## src/rtl/prq_pkg.sv

```systemverilog
package prq_pkg;
  localparam logic [1:0] PRV_U = 2'd0;
  localparam logic [1:0] PRV_S = 2'd1;
  localparam logic [1:0] PRV_M = 2'd3;

  localparam int unsigned RAS_BIT = 7;
  localparam int unsigned STE_BIT = 8;
  localparam int unsigned MTE_BIT = 9;

  localparam logic [3:0] EV_EXC   = 4'd1;
  localparam logic [3:0] EV_INT   = 4'd2;
  localparam logic [3:0] EV_TRET  = 4'd3;
  localparam logic [3:0] EV_BR_NT = 4'd4;
  localparam logic [3:0] EV_BR_T  = 4'd5;
  localparam logic [3:0] EV_ICALL = 4'd8;
  localparam logic [3:0] EV_DCALL = 4'd9;
  localparam logic [3:0] EV_IJMP  = 4'd10;
  localparam logic [3:0] EV_DJMP  = 4'd11;
  localparam logic [3:0] EV_SWAP  = 4'd12;
  localparam logic [3:0] EV_RET   = 4'd13;

  function automatic logic ras_kind(input logic [3:0] t);
    return (t == EV_ICALL) || (t == EV_DCALL) || (t == EV_SWAP) || (t == EV_RET);
  endfunction

  function automatic logic mode_en(input logic [1:0] p, input logic [2:0] f);
    case (p)
      PRV_M:   return f[2];
      PRV_S:   return f[1];
      PRV_U:   return f[0];
      default: return 1'b0;
    endcase
  endfunction
endpackage

```

## src/rtl/prq_mode_sel.sv

```systemverilog
module prq_mode_sel
  import prq_pkg::*;
#(
  parameter int unsigned CTL_W = 48
) (
  input  logic [1:0]       src_prv_i,
  input  logic             src_virt_i,
  input  logic [1:0]       tgt_prv_i,
  input  logic             tgt_virt_i,
  input  logic [CTL_W-1:0] m_ctl_i,
  input  logic [CTL_W-1:0] vs_ctl_i,
  output logic             s_en_o,
  output logic             t_en_o,
  output logic [CTL_W-1:0] t_ctl_o
);
  logic [2:0] s_fld;

  // guest word only for virtualized S/U
  assign s_fld   = (src_virt_i && src_prv_i != PRV_M) ? vs_ctl_i[2:0] : m_ctl_i[2:0];
  assign t_ctl_o = (tgt_virt_i && tgt_prv_i != PRV_M) ? vs_ctl_i : m_ctl_i;
  assign s_en_o  = mode_en(src_prv_i, s_fld);
  assign t_en_o  = mode_en(tgt_prv_i, t_ctl_o[2:0]);
endmodule

```

## src/rtl/prq_xte.sv

```systemverilog
module prq_xte
  import prq_pkg::*;
(
  input  logic [1:0] src_prv_i,
  input  logic       src_virt_i,
  input  logic [1:0] tgt_prv_i,
  input  logic       tgt_virt_i,
  input  logic       m_ste_i,
  input  logic       m_mte_i,
  input  logic       vs_ste_i,
  output logic       ok_o
);
  logic [1:0] s_p, t_p;

  always_comb begin
    s_p = src_prv_i;
    t_p = tgt_prv_i;
    // fold VS onto U, source side first
    if (src_virt_i && s_p == PRV_S)      s_p = PRV_U;
    else if (tgt_virt_i && t_p == PRV_S) t_p = PRV_U;
    ok_o = 1'b1;
    if (src_virt_i && s_p == PRV_U) ok_o = ok_o & vs_ste_i;
    if (s_p == PRV_U && t_p != PRV_U) ok_o = ok_o & m_ste_i;
    if ((s_p == PRV_U && t_p != PRV_U && t_p != PRV_S) ||
        (s_p == PRV_S && t_p != PRV_S))
      ok_o = ok_o & m_mte_i;
  end
endmodule

```

## src/rtl/prq_type_filter.sv

```systemverilog
module prq_type_filter
  import prq_pkg::*;
(
  input  logic [15:0] inh_i,
  input  logic [3:0]  type_i,
  output logic        pass_o
);
  logic hit;
  assign hit    = inh_i[type_i];
  // not-taken branch bit is an enable, all others inhibit
  assign pass_o = (type_i == EV_BR_NT) ? hit : !hit;
endmodule

```

## src/rtl/priv_rec_qual.sv

```systemverilog
module priv_rec_qual
  import prq_pkg::*;
#(
  parameter  int unsigned PC_W     = 32,
  parameter  int unsigned INH_BASE = 32,
  localparam int unsigned CTL_W    = INH_BASE + 16
) (
  input  logic             clk_i,
  input  logic             rst_ni,
  input  logic             valid_i,
  input  logic [3:0]       type_i,
  input  logic [PC_W-1:0]  src_pc_i,
  input  logic [PC_W-1:0]  tgt_pc_i,
  input  logic [1:0]       src_prv_i,
  input  logic             src_virt_i,
  input  logic [1:0]       tgt_prv_i,
  input  logic             tgt_virt_i,
  input  logic [CTL_W-1:0] m_ctl_i,
  input  logic [CTL_W-1:0] vs_ctl_i,
  input  logic             frozen_i,
  output logic             accept_o,
  output logic [PC_W-1:0]  src_pc_o,
  output logic [PC_W-1:0]  tgt_pc_o,
  output logic [3:0]       type_o,
  output logic             ras_o
);
  logic             s_en, t_en, xte_ok, filt_pass;
  logic [CTL_W-1:0] t_ctl;
  logic             ras, is_trap, is_tret;
  logic             keep, src_z, tgt_z, ext;
  logic             unused_ctl;

  assign unused_ctl = ^{m_ctl_i, vs_ctl_i};

  prq_mode_sel #(.CTL_W(CTL_W)) u_mode (
    .src_prv_i (src_prv_i),
    .src_virt_i(src_virt_i),
    .tgt_prv_i (tgt_prv_i),
    .tgt_virt_i(tgt_virt_i),
    .m_ctl_i   (m_ctl_i),
    .vs_ctl_i  (vs_ctl_i),
    .s_en_o    (s_en),
    .t_en_o    (t_en),
    .t_ctl_o   (t_ctl)
  );

  prq_xte u_xte (
    .src_prv_i (src_prv_i),
    .src_virt_i(src_virt_i),
    .tgt_prv_i (tgt_prv_i),
    .tgt_virt_i(tgt_virt_i),
    .m_ste_i   (m_ctl_i[STE_BIT]),
    .m_mte_i   (m_ctl_i[MTE_BIT]),
    .vs_ste_i  (vs_ctl_i[STE_BIT]),
    .ok_o      (xte_ok)
  );

  prq_type_filter u_filt (
    .inh_i (t_ctl[INH_BASE +: 16]),
    .type_i(type_i),
    .pass_o(filt_pass)
  );

  assign ras     = t_ctl[RAS_BIT];
  assign is_trap = (type_i == EV_EXC) || (type_i == EV_INT);
  assign is_tret = (type_i == EV_TRET);

  always_comb begin
    keep  = valid_i;
    src_z = 1'b0;
    tgt_z = 1'b0;
    ext   = 1'b0;
    if ((!s_en && !t_en) || frozen_i) keep = 1'b0;
    if (ras && !ras_kind(type_i))     keep = 1'b0;
    if (is_trap) begin
      if (!s_en) src_z = 1'b1;
      else if (!t_en) begin
        ext   = 1'b1;
        tgt_z = 1'b1;
        if (!xte_ok) keep = 1'b0;
      end
    end else if (is_tret) begin
      if (!s_en) keep  = 1'b0;
      if (!t_en) tgt_z = 1'b1;
    end
    if (!ras && !ext && !filt_pass) keep = 1'b0;
  end

  always_ff @(posedge clk_i or negedge rst_ni) begin
    if (!rst_ni) begin
      accept_o <= 1'b0;
      src_pc_o <= '0;
      tgt_pc_o <= '0;
      type_o   <= '0;
      ras_o    <= 1'b0;
    end else begin
      accept_o <= keep;
      if (keep) begin
        src_pc_o <= src_z ? '0 : src_pc_i;
        tgt_pc_o <= tgt_z ? '0 : tgt_pc_i;
        type_o   <= type_i;
        ras_o    <= ras;
      end
    end
  end

  AST_IDLE_QUIET: assert property (@(posedge clk_i) disable iff (!rst_ni)
    !valid_i |=> !accept_o);
  AST_FROZEN_DROP: assert property (@(posedge clk_i) disable iff (!rst_ni)
    (valid_i && frozen_i) |=> !accept_o);
  AST_RAS_KINDS: assert property (@(posedge clk_i) disable iff (!rst_ni)
    (accept_o && ras_o) |-> (type_o == EV_ICALL || type_o == EV_DCALL ||
                             type_o == EV_SWAP  || type_o == EV_RET));
  AST_TRAP_SRC_HIDDEN: assert property (@(posedge clk_i) disable iff (!rst_ni)
    (valid_i && is_trap && !s_en) |=> (!accept_o || src_pc_o == '0));
  AST_EXT_TGT_HIDDEN: assert property (@(posedge clk_i) disable iff (!rst_ni)
    (valid_i && is_trap && s_en && !t_en) |=> (!accept_o || tgt_pc_o == '0));
  AST_TRET_INH_DROP: assert property (@(posedge clk_i) disable iff (!rst_ni)
    (valid_i && is_tret && !s_en) |=> !accept_o);
endmodule

```

## config.mk

```make
export PLATFORM = sky130hd
export DESIGN_NAME = priv_rec_qual
export DESIGN_NICKNAME = d
export VERILOG_FILES = /design/src/rtl/prq_pkg.sv /design/src/rtl/prq_mode_sel.sv /design/src/rtl/prq_xte.sv /design/src/rtl/prq_type_filter.sv /design/src/rtl/priv_rec_qual.sv
export SDC_FILE = /design/constraint.sdc
export NUM_CORES = 1
export LEC_CHECK = 0
export CAP_MARGIN = 15
export CORE_AREA = 2 2 94 96
export CTS_CLUSTER_DIAMETER = 80
export CTS_CLUSTER_SIZE = 24
export DETAILED_ROUTE_END_ITERATION = 8
export DIE_AREA = 0 0 96 98
export DONT_BUFFER_PORTS = 1
export PLACE_DENSITY = 0.56
export SLEW_MARGIN = 20
export SYNTH_ARGS = -nofsm -noshare
export SYNTH_HDL_FRONTEND = slang
export SYNTH_SLANG_ARGS = --single-unit
export TNS_END_PERCENT = 20
```

## constraint.sdc

```tcl
create_clock -name clk_i -period 2.4 [get_ports clk_i]
set_clock_uncertainty 0.05 [all_clocks]
set_input_delay 0.24 -clock clk_i [delete_from_list [all_inputs] [get_ports clk_i]]
set_output_delay 0.24 -clock clk_i [all_outputs]
set_load 0.005 [all_outputs]
```

==> impl_metrics.json, run 1 <==
{
  "outcome": "finished, final reports clean",
  "synth.top_cell.area_share": 0.518,
  "seq_power_share": 0.557,
  "p_int_mw": 2.39,
  "rsz0062_at_grt": "no",
  "clock_sinks": 70,
  "synth.avg_cell_area_um2": 11.2,
  "yosysUniqueCellTypes": 40,
  "end_kind": "flop",
  "async_reset_ff_frac": 1.00,
  "whs_ps": 184,
  "tightest_slew_ps": 347,
  "crit_arrival_ps": 2370,
  "synth_top_area_cell": "dfrtp_1",
  "totalWireLength_um": 8190,
  "relSlewSlack": 0.769,
  "clock_power_share": 0.239,
  "ys_warn_count": 0,
  "crit_family": "simple AND/OR/NAND/NOR gates",
  "critPathMaxStageDelay_ps": 550,
  "initial_core_util": 0.399,
  "drv_cap": 0,
  "io_pins": 244,
  "root_buffer": "clkbuf_8",
  "hold_viol_final": 0,
  "cts_tree": "built",
  "core_mm2": 0.00847,
  "ys_seq_elements": 70,
  "dp_hpwl_um": 5370,
  "clockBufferDepth": 2,
  "synth-seq-area-share": 0.518,
  "power_frac_comb": 0.204,
  "swShare": 0.315,
  "grt_pass1_wl_um": 12800,
  "setup_violations": 0,
  "die_x_um": 96,
  "syn_inst": 303,
  "gr-usage-all-layers": 0.175,
  "overflow": 0,
  "fin_tns_setup_ps": 0,
  "port_buffers": 0,
  "synth_area_leaders": "dfrtp_1 52%, mux2i_1 12%, a22o_1 8.3%, nand2_1 4.3%, inv_1 3.9%",
  "ff2ff_setup_slack_ps": 1530,
  "p_leak_nw": 2.30,
  "hold_path_class": "primary input to flop",
  "clock.fmax_mhz": 452,
  "htree_levels": 3,
  "clkTransAtPathRegs_ps": 70,
  "antenna_found_initial": 0,
  "drive_above_1_share": 0.105,
  "vias": 2538,
  "wl_per_cell_um": 16.7,
  "firstDrtPassIters": 4,
  "slew_violations": 0,
  "cts_hold_buffers": 70,
  "gp_congestion": 0.746,
  "synthFlopType": "dfrtp_1",
  "clk_latency_ps": 320,
  "grt_max_degree": 71,
  "syn_nets": 477,
  "final_net_count": 550,
  "crit_buf_inv": 3,
  "num-fill-cells": 749,
  "critPathKind": "primary input to flop",
  "post_drt_via_cell_ratio": 5.19,
  "fin_cells": 489,
  "start_kind": "primary input",
  "final_util": 0.525,
  "cts_made_buffers": 9,
  "die_area_mm2": 0.00941,
  "drtAntennaViolNets": 0,
  "post_cts_buffers": 0,
  "path_max_fanout": 14,
  "drcViolationCount": 0,
  "min_period_over_period": 0.921,
  "ctsResizeCount": 0,
  "synthToLayoutAreaGrowth_pct": 31.3,
  "grt_pass1_vias": 2624,
  "synth-edff-count": 0,
  "netlist_area_mm2": 0.00338,
  "powerDensity_mw_per_mm2": 786,
  "vdd_drop_max_mv": 0.268,
  "worstPathCellList": "dlygate4sd3_1, inv_2, or3_1, nor3_1, a211oi_2, and4b_1, nand2b_4, buf_4, a22o_1",
  "rows": 34,
  "drt-initial-drc-count": 63,
  "mostFrequentLayoutCell": "dfrtp_1",
  "required_ps": 2560,
  "period_minus_slack_ps": 2210,
  "p_switching_mw": 1.10,
  "antennaDiodeCount": 0,
  "most-common-layout-cells": "70 x dfrtp_1, 69 x dlygate4sd3_1, 42 x mux2i_1, 39 x nand2_1, 35 x inv_1",
  "die_y_um": 98,
  "cpMaxStageDelayCell": "dlygate4sd3_1",
  "dp_cells": 403
}
[cell type report]
class / count / area (µm²) / share of cell area
multi-input cells: 178 / 1390 / 0.312
inverters: 37 / 139 / 0.0313
flip-flops and latches: 70 / 1750 / 0.394
clock buffers: 9 / 124 / 0.0279
clock inverters: 7 / 48.8 / 0.0110
well taps: 108 / 135 / 0.0304
repair buffers: 80 / 856 / 0.193
[flip-flops by register name (all words and copies together), names as in the netlist]
name and cells:
src_pc_o 32, accept_o 1, tgt_pc_o 32, type_o 4, ras_o 1
[synthesized netlist by cell type, drive strengths merged (2+ instances only)]
master and n:
mux2i 42, nor3 3, nand2b 9, dfrtp 70
inv 37, nor2 3, nor2b 4, a22o 32
nand2 39, buf 14, o21ai 5, a21oi 6
nand3 3, mux4 5, a22oi 3, a21o 2
or3 2, mux2 4, clkbuf 4
[stage by stage]
step	cell area, µm²	total power, mW	worst slack (ps)
after floorplan	3380	2.36	99.4
after global placement	3550	2.53	60.2
after detailed placement	3550	2.56	49.4
after CTS	4440	3.55	187
after global routing	4440	3.75	87.7
final	4440	3.49	190
[power groups by stage]
stage          combinational, mW  sequential (mW)  clock (mW)
6_report                   0.711             1.95       0.835
5_1_grt                    0.810             2.00       0.936
4_1_cts                    0.717             1.95       0.890
3_5_place_dp               0.590             1.97           0
3_3_place_gp               0.565             1.97           0
2_1_floorplan              0.501             1.86           0
[routing by layer]
layer / global-route usage / vias to the layer above / part of all wire
met1: 0.209 / 1228 / 0.39
met2: 0.293 / 107 / 0.51
met5: 0 / - / 0
li1: - / 1194 / -
met3: 0.0586 / 9 / 0.086
met4: 0.0549 / 0 / 0.012
[path summary, 6_finish.rpt]
| kind | startpoint | cells past startpoint | endpoint |
|---|---|---|---|
| worst max-delay path | type_i[1] | 9 | tgt_pc_o[4] |
| worst min-delay path | frozen_i | 4 | ras_o |
| worst max register to register | type_o[3] | 1 | type_o[3] |
| worst min register to register | tgt_pc_o[23] | 1 | tgt_pc_o[23] |
| max in group asynchronous | rst_ni | 2 | tgt_pc_o[7] |
| min in group asynchronous | rst_ni | 2 | src_pc_o[29] |
[cells by family (layout without fill, tap and decap cells)]
| family | count (synthesis) | after routing | synth area share |
|---|---|---|---|
| AOI/OAI and AO/OA | 59 | 59 | 0.140 |
| buffers and inverters | 55 | 133 | 0.0758 |
| DFF | 70 | 70 | 0.518 |
| muxes | 51 | 51 | 0.171 |
| and+or+nand+nor | 68 | 68 | 0.0954 |
No activity file was read; power rests on OpenSTA's default activity.
==> run 2, diff against run 1 <==
--- a/config.mk
+++ b/config.mk
@@ -6,15 +6,16 @@
 export NUM_CORES = 1
 export LEC_CHECK = 0
 export CAP_MARGIN = 15
-export CORE_AREA = 2 2 94 96
+export CORE_AREA = 2 2 93 95
 export CTS_CLUSTER_DIAMETER = 80
 export CTS_CLUSTER_SIZE = 24
 export DETAILED_ROUTE_END_ITERATION = 8
-export DIE_AREA = 0 0 96 98
+export DIE_AREA = 0 0 95 97
 export DONT_BUFFER_PORTS = 1
-export PLACE_DENSITY = 0.56
+export PLACE_DENSITY = 0.67
 export SLEW_MARGIN = 20
 export SYNTH_ARGS = -nofsm -noshare
 export SYNTH_HDL_FRONTEND = slang
+export SYNTH_HIERARCHICAL = 1
 export SYNTH_SLANG_ARGS = --single-unit
 export TNS_END_PERCENT = 20
==> run 2 against run 1 <==
Effect of this change: the run now ends with setup timing left; cell area up 3.9%; clock-buffer cell count up 1; sequential power is essentially flat; utilization rose by 4.2 points; fmax shrank 13%; register-to-register slack better by 40 ps; power increased by 13%; via count is 23% higher; combinational power grew 18%; final cell count rose by 7.6%; synthesized cell count rose by 27%; sequential share of layout area fell by 1.5 points; largest cell class unchanged.
==> impl_metrics.json, run 2 <==
{
  "syn_inst": 384,
  "die_x_um": 95,
  "dp_hpwl_um": 6480,
  "clock_sinks": 70,
  "die_area_mm2": 0.00922,
  "grt_max_degree": 71,
  "post_cts_buffers": 0,
  "period_minus_slack_ps": 2550,
  "port_buffers": 0,
  "outcome": "finished, violations left",
  "synthToLayoutAreaGrowth_pct": 20.9,
  "cts_tree": "built",
  "whs_ps": 16.3,
  "critPathKind": "primary input to flop",
  "relSlewSlack": 0.653,
  "drcViolationCount": 0,
  "synth.avg_cell_area_um2": 9.94,
  "crit_arrival_ps": 2710,
  "cp_common_cell": "buf_12",
  "slew_violations": 0,
  "wl_per_cell_um": 19.1,
  "start_kind": "primary input",
  "critPathMaxStageDelay_ps": 480,
  "drive_above_1_share": 0.162,
  "clock.fmax_mhz": 392,
  "root_buffer": "clkbuf_8",
  "path_max_fanout": 40,
  "largestRegisters": "src_pc_o (32), tgt_pc_o (32), type_o (4)",
  "overflow": 0,
  "mostFrequentLayoutCell": "inv_1",
  "min_period_over_period": 1.06,
  "grt_pass1_vias": 3156,
  "core_mm2": 0.00813,
  "vdd_drop_max_mv": 0.362,
  "fin_tns_setup_ps": -6960,
  "io_pins": 244,
  "powerDensity_mw_per_mm2": 854,
  "clkTransAtPathRegs_ps": 80,
  "violations": "setup timing",
  "antennaDiodeCount": 0,
  "cpMaxStageDelayCell": "mux4_2",
  "post_drt_via_cell_ratio": 5.92,
  "vias": 3112,
  "final_util": 0.567,
  "end_kind": "flop",
  "gp_congestion": 0.726,
  "final_net_count": 591,
  "hold_path_class": "primary input to flop",
  "tightest_slew_ps": 520,
  "dp_cells": 470,
  "drt-initial-drc-count": 115,
  "setup_violations": 69,
  "crit_buf_inv": 2,
  "crit_family": "multiplexers",
  "syn_nets": 558,
  "totalWireLength_um": 10000,
  "gr-usage-all-layers": 0.218,
  "drtAntennaViolNets": 0,
  "clockBufferDepth": 2,
  "cts_made_buffers": 9,
  "rows": 33,
  "hold_viol_final": 0,
  "fin_cells": 526,
  "die_y_um": 97,
  "required_ps": 2560,
  "initial_core_util": 0.469,
  "antenna_found_initial": 0,
  "rsz0062_at_grt": "yes",
  "worstPathCellList": "a21boi_4, buf_12, mux2_2, mux4_2, a22o_1, a211oi_2, or2_4, a21oi_1, and4bb_4, buf_12, o22ai_1",
  "most-common-layout-cells": "74 x inv_1, 70 x dfrtp_1, 65 x o22ai_1, 64 x nand4_1, 40 x dlygate4sd3_1",
  "netlist_area_mm2": 0.00382,
  "power_mw": 3.94,
  "fin_ws_ps": -150,
  "clk_latency_ps": 320,
  "drv_cap": 0,
  "grt_pass1_wl_um": 15800,
  "p_leak_nw": 2.03,
  "ys_warn_count": 6,
  "firstDrtPassIters": 5,
  "htree_levels": 3
}
## run 2: worst paths after layout
check                           start            to  slack (ps)  cells after the start
max                        tgt_virt_i  src_pc_o[14]        -150                     11
max reg2reg                 type_o[0]     type_o[0]        1570                      1
max in group asynchronous      rst_ni     type_o[1]        1620                      2
min in group asynchronous      rst_ni  src_pc_o[27]         400                      2
min                         type_i[3]     type_o[3]          20                      2
min reg2reg                 type_o[1]     type_o[1]         510                      1
## run 2: per-layer routing
metal / track usage / vias up / part of all wire
met2: 0.350 / 175 / 0.49
met4: 0.103 / 0 / 0.039
met1: 0.260 / 1447 / 0.38
li1: - / 1459 / -
met3: 0.0755 / 31 / 0.091
met5: 0 / - / 0
## run 2: layout make-up
cell class / instances / area [µm²]
Timing Repair Buffer: 60 / 628
Sequential cell: 70 / 1750
Fill cell: 702 / 3520
Clock inverter: 5 / 108
Tap cell: 105 / 131
Inverter: 74 / 278
Clock buffer: 10 / 138
Multi-Input combinational cell: 202 / 1580
## run 2: per-stage QoR
stage	setup slack, ps	area [µm²]
3_3_place_gp	-461	3930
5_1_grt	-254	4610
2_1_floorplan	-402	3820
3_5_place_dp	-522	3930
4_1_cts	-95.4	4610
6_report	-150	4610
## run 2: where the power goes
| part | total (mW) | internal (mW) | leakage (nW) | switching, mW |
|---|---|---|---|---|
| logic | 0.837 | 0.447 | 1.05 | 0.390 |
| registers | 1.95 | 1.59 | 0.861 | 0.359 |
| clock network | 1.15 | 0.717 | 0.123 | 0.434 |
| total | 3.94 | 2.76 | 2.03 | 1.18 |
## run 2: repair_timing
action	4_1_cts	5_1_grt
resized for setup	3	0
hold endpoints to repair	109	0
endpoints found under the setup margin	70	70
hold buffers	41	0
==> run 3, diff against run 2 <==
--- a/config.mk
+++ b/config.mk
@@ -6,13 +6,14 @@
 export NUM_CORES = 1
 export LEC_CHECK = 0
 export CAP_MARGIN = 15
-export CORE_AREA = 2 2 93 95
+export CORE_ASPECT_RATIO = 0.5
+export CORE_UTILIZATION = 55
 export CTS_CLUSTER_DIAMETER = 80
 export CTS_CLUSTER_SIZE = 24
 export DETAILED_ROUTE_END_ITERATION = 8
-export DIE_AREA = 0 0 95 97
 export DONT_BUFFER_PORTS = 1
-export PLACE_DENSITY = 0.67
+export MAX_ROUTING_LAYER = met4
+export PLACE_DENSITY = 0.71
 export SLEW_MARGIN = 20
 export SYNTH_ARGS = -nofsm -noshare
 export SYNTH_HDL_FRONTEND = slang
==> run 3 against run 2 <==
Effect of this change: non-clock buffer count is 39 lower; critical path type unchanged; sequential share of layout area increased by 3.1 points; die area decreased by 21%; hold slack gained 3.4 ps; sequential cell count did not move; largest power group unchanged; register-to-register slack about the same; power is 1.1% higher; setup slack lost 34 ps; critical endpoint is now tgt_pc_o[1]; the run still ends with setup timing left; global-route usage is 4.7 points higher; critical path depth is the same.
==> impl_metrics.json, run 3 (same netlist as run 2, synthesis figures left out) <==
{
  "cp_common_cell": "buf_12",
  "gr-usage-all-layers": 0.265,
  "path_max_fanout": 38,
  "tightest_slew_ps": 431,
  "rsz0062_at_grt": "yes",
  "gp_congestion": 0.776,
  "power_mw": 3.98,
  "initial_core_util": 0.570,
  "root_buffer": "clkbuf_16",
  "hold_viol_final": 0,
  "slew_violations": 0,
  "final_net_count": 552,
  "top_usage_layer": "met2",
  "drcViolationCount": 0,
  "required_ps": 2540,
  "start_kind": "primary input",
  "violations": "setup timing",
  "totalWireLength_um": 9580,
  "drive_above_1_share": 0.178,
  "crit_start": "tgt_virt_i",
  "drt-initial-drc-count": 163,
  "clk_latency_ps": 320,
  "grt_pass1_vias": 2853,
  "hold_path_class": "primary input to flop",
  "die_x_um": 120,
  "outcome": "finished, violations left",
  "drtAntennaViolNets": 0,
  "port_buffers": 0,
  "clock_sinks": 70,
  "grt_pass1_wl_um": 14300,
  "vias": 3040,
  "final_util": 0.636,
  "clockBufferDepth": 2,
  "critPathKind": "primary input to flop",
  "antenna_found_initial": 0,
  "dp_hpwl_um": 6620,
  "die_area_mm2": 0.00730,
  "cts_made_buffers": 9,
  "grt_max_degree": 71,
  "synthToLayoutAreaGrowth_pct": 11.7,
  "die_y_um": 60.9,
  "min_period_over_period": 1.08,
  "cts_tree": "built",
  "cpMaxStageDelayCell": "mux4_2",
  "num-fill-cells": 553,
  "met3_usage": 0.0893,
  "powerDensity_mw_per_mm2": 934,
  "htree_levels": 3,
  "vdd_drop_max_mv": 0.446,
  "clkTransAtPathRegs_ps": 50,
  "largestRegisters": "src_pc_o (32), tgt_pc_o (32), type_o (4)",
  "most-common-layout-cells": "74 x inv_1, 70 x dfrtp_1, 64 x nand4_1, 64 x o22ai_1, 15 x mux2_4",
  "rows": 21,
  "end_kind": "flop",
  "use_met2": 0.460,
  "r2r_start": "type_o[0]",
  "overflow": 0,
  "worstPathCellList": "a21boi_4, buf_12, mux2_4, mux4_2, a22o_1, a211oi_2, or2_4, a21oi_2, and4bb_4, buf_12, o22ai_1",
  "clock.fmax_mhz": 387,
  "place_ws_ps": -570,
  "relSlewSlack": 0.713,
  "worst_r2r_endpoint": "type_o[0]",
  "period_minus_slack_ps": 2580,
  "setup_violations": 70,
  "whs_ps": 19.7,
  "io_pins": 244,
  "core_mm2": 0.00670,
  "crit_end": "tgt_pc_o[1]",
  "dp_cells": 455,
  "antennaDiodeCount": 0,
  "post_drt_via_cell_ratio": 6.41,
  "critPathMaxStageDelay_ps": 480,
  "crit_arrival_ps": 2720,
  "worstRegToRegCells": 1,
  "grt_use_met1": 0.303,
  "firstDrtPassIters": 4,
  "fin_ws_ps": -184,
  "p_leak_nw": 1.89,
  "ff2ff_setup_slack_ps": 1570,
  "wl_per_cell_um": 20.2,
  "drv_cap": 0,
  "mostFrequentLayoutCell": "inv_1",
  "fin_cells": 474
}
==> run 3: cell count changes in the layout (fill, tap and decap cells not counted), moves of 2 or more <==
| cell | previous run | this run |
|---|---|---|
| buf_6 | 2 | 0 |
| clkbuf_8 | 10 | 4 |
| bufinv_16 | 3 | 0 |
| clkinv_4 | 2 | 0 |
| clkbuf_16 | 0 | 9 |
| clkbuf_1 | 0 | 2 |
| dlygate4sd3_1 | 40 | 1 |
==> run 3: layout make-up <==
class	count	area [µm²]	area share
inverter	74	278	0.0651
sequential	70	1750	0.411
tap	92	115	0.0270
timing repair buffer	21	243	0.0569
multi-input combinational	202	1590	0.373
clock buffer	15	288	0.0675
==> run 3: critical path, delay by kind of cell <==
| family | cells | cell delay [ps] |
|---|---|---|
| and+or+nand+nor | 2 | 540 |
| muxes | 2 | 790 |
| buffers and inverters | 2 | 390 |
| AOI/OAI and AO/OA | 5 | 740 |
==> run 3: how the worst min path moves through the flow <==
stage          startpoint      endpoint  slack (ps)  depth (start not counted)
6_report        type_i[3]     type_o[3]          20                          2
5_1_grt         type_i[1]     type_o[1]          10                          1
4_1_cts         type_i[0]     type_o[0]          20                          1
3_5_place_dp       rst_ni  src_pc_o[17]        -100                          0
3_3_place_gp       rst_ni  src_pc_o[17]        -100                          0
2_1_floorplan      rst_ni      accept_o        -110                          0
==> run 3: layer usage <==
layer,vias up,share of wire
li1,1388,-
met1,1510,0.40
met2,136,0.51
met3,6,0.084
met4,0,0.0071
met5,-,0
==> run 3: stage by stage <==
| step | setup TNS (ps) | area (µm²) |
|---|---|---|
| after floorplan | -25630 | 3820 |
| after global placement | -30170 | 3910 |
| after detailed placement | -37670 | 3910 |
| after CTS | -9530 | 4260 |
| after global routing | -14330 | 4260 |
| final | -10490 | 4260 |
==> run 3: report_power, final <==
| part | internal [mW] | switching, mW | total (mW) | leakage, nW |
|---|---|---|---|---|
| combinational | 0.410 | 0.391 | 0.802 | 0.886 |
| sequential | 1.60 | 0.351 | 1.95 | 0.861 |
| clock | 0.806 | 0.427 | 1.23 | 0.142 |
==> run 3: repair_timing <==
| item | CTS | global route |
|---|---|---|
| endpoints found under the hold margin | 70 | 0 |
| hold buffers | 2 | 0 |
| resized for setup | 2 | 2 |
| setup buffers | 2 | 0 |
| endpoints found under the setup margin | 70 | 70 |
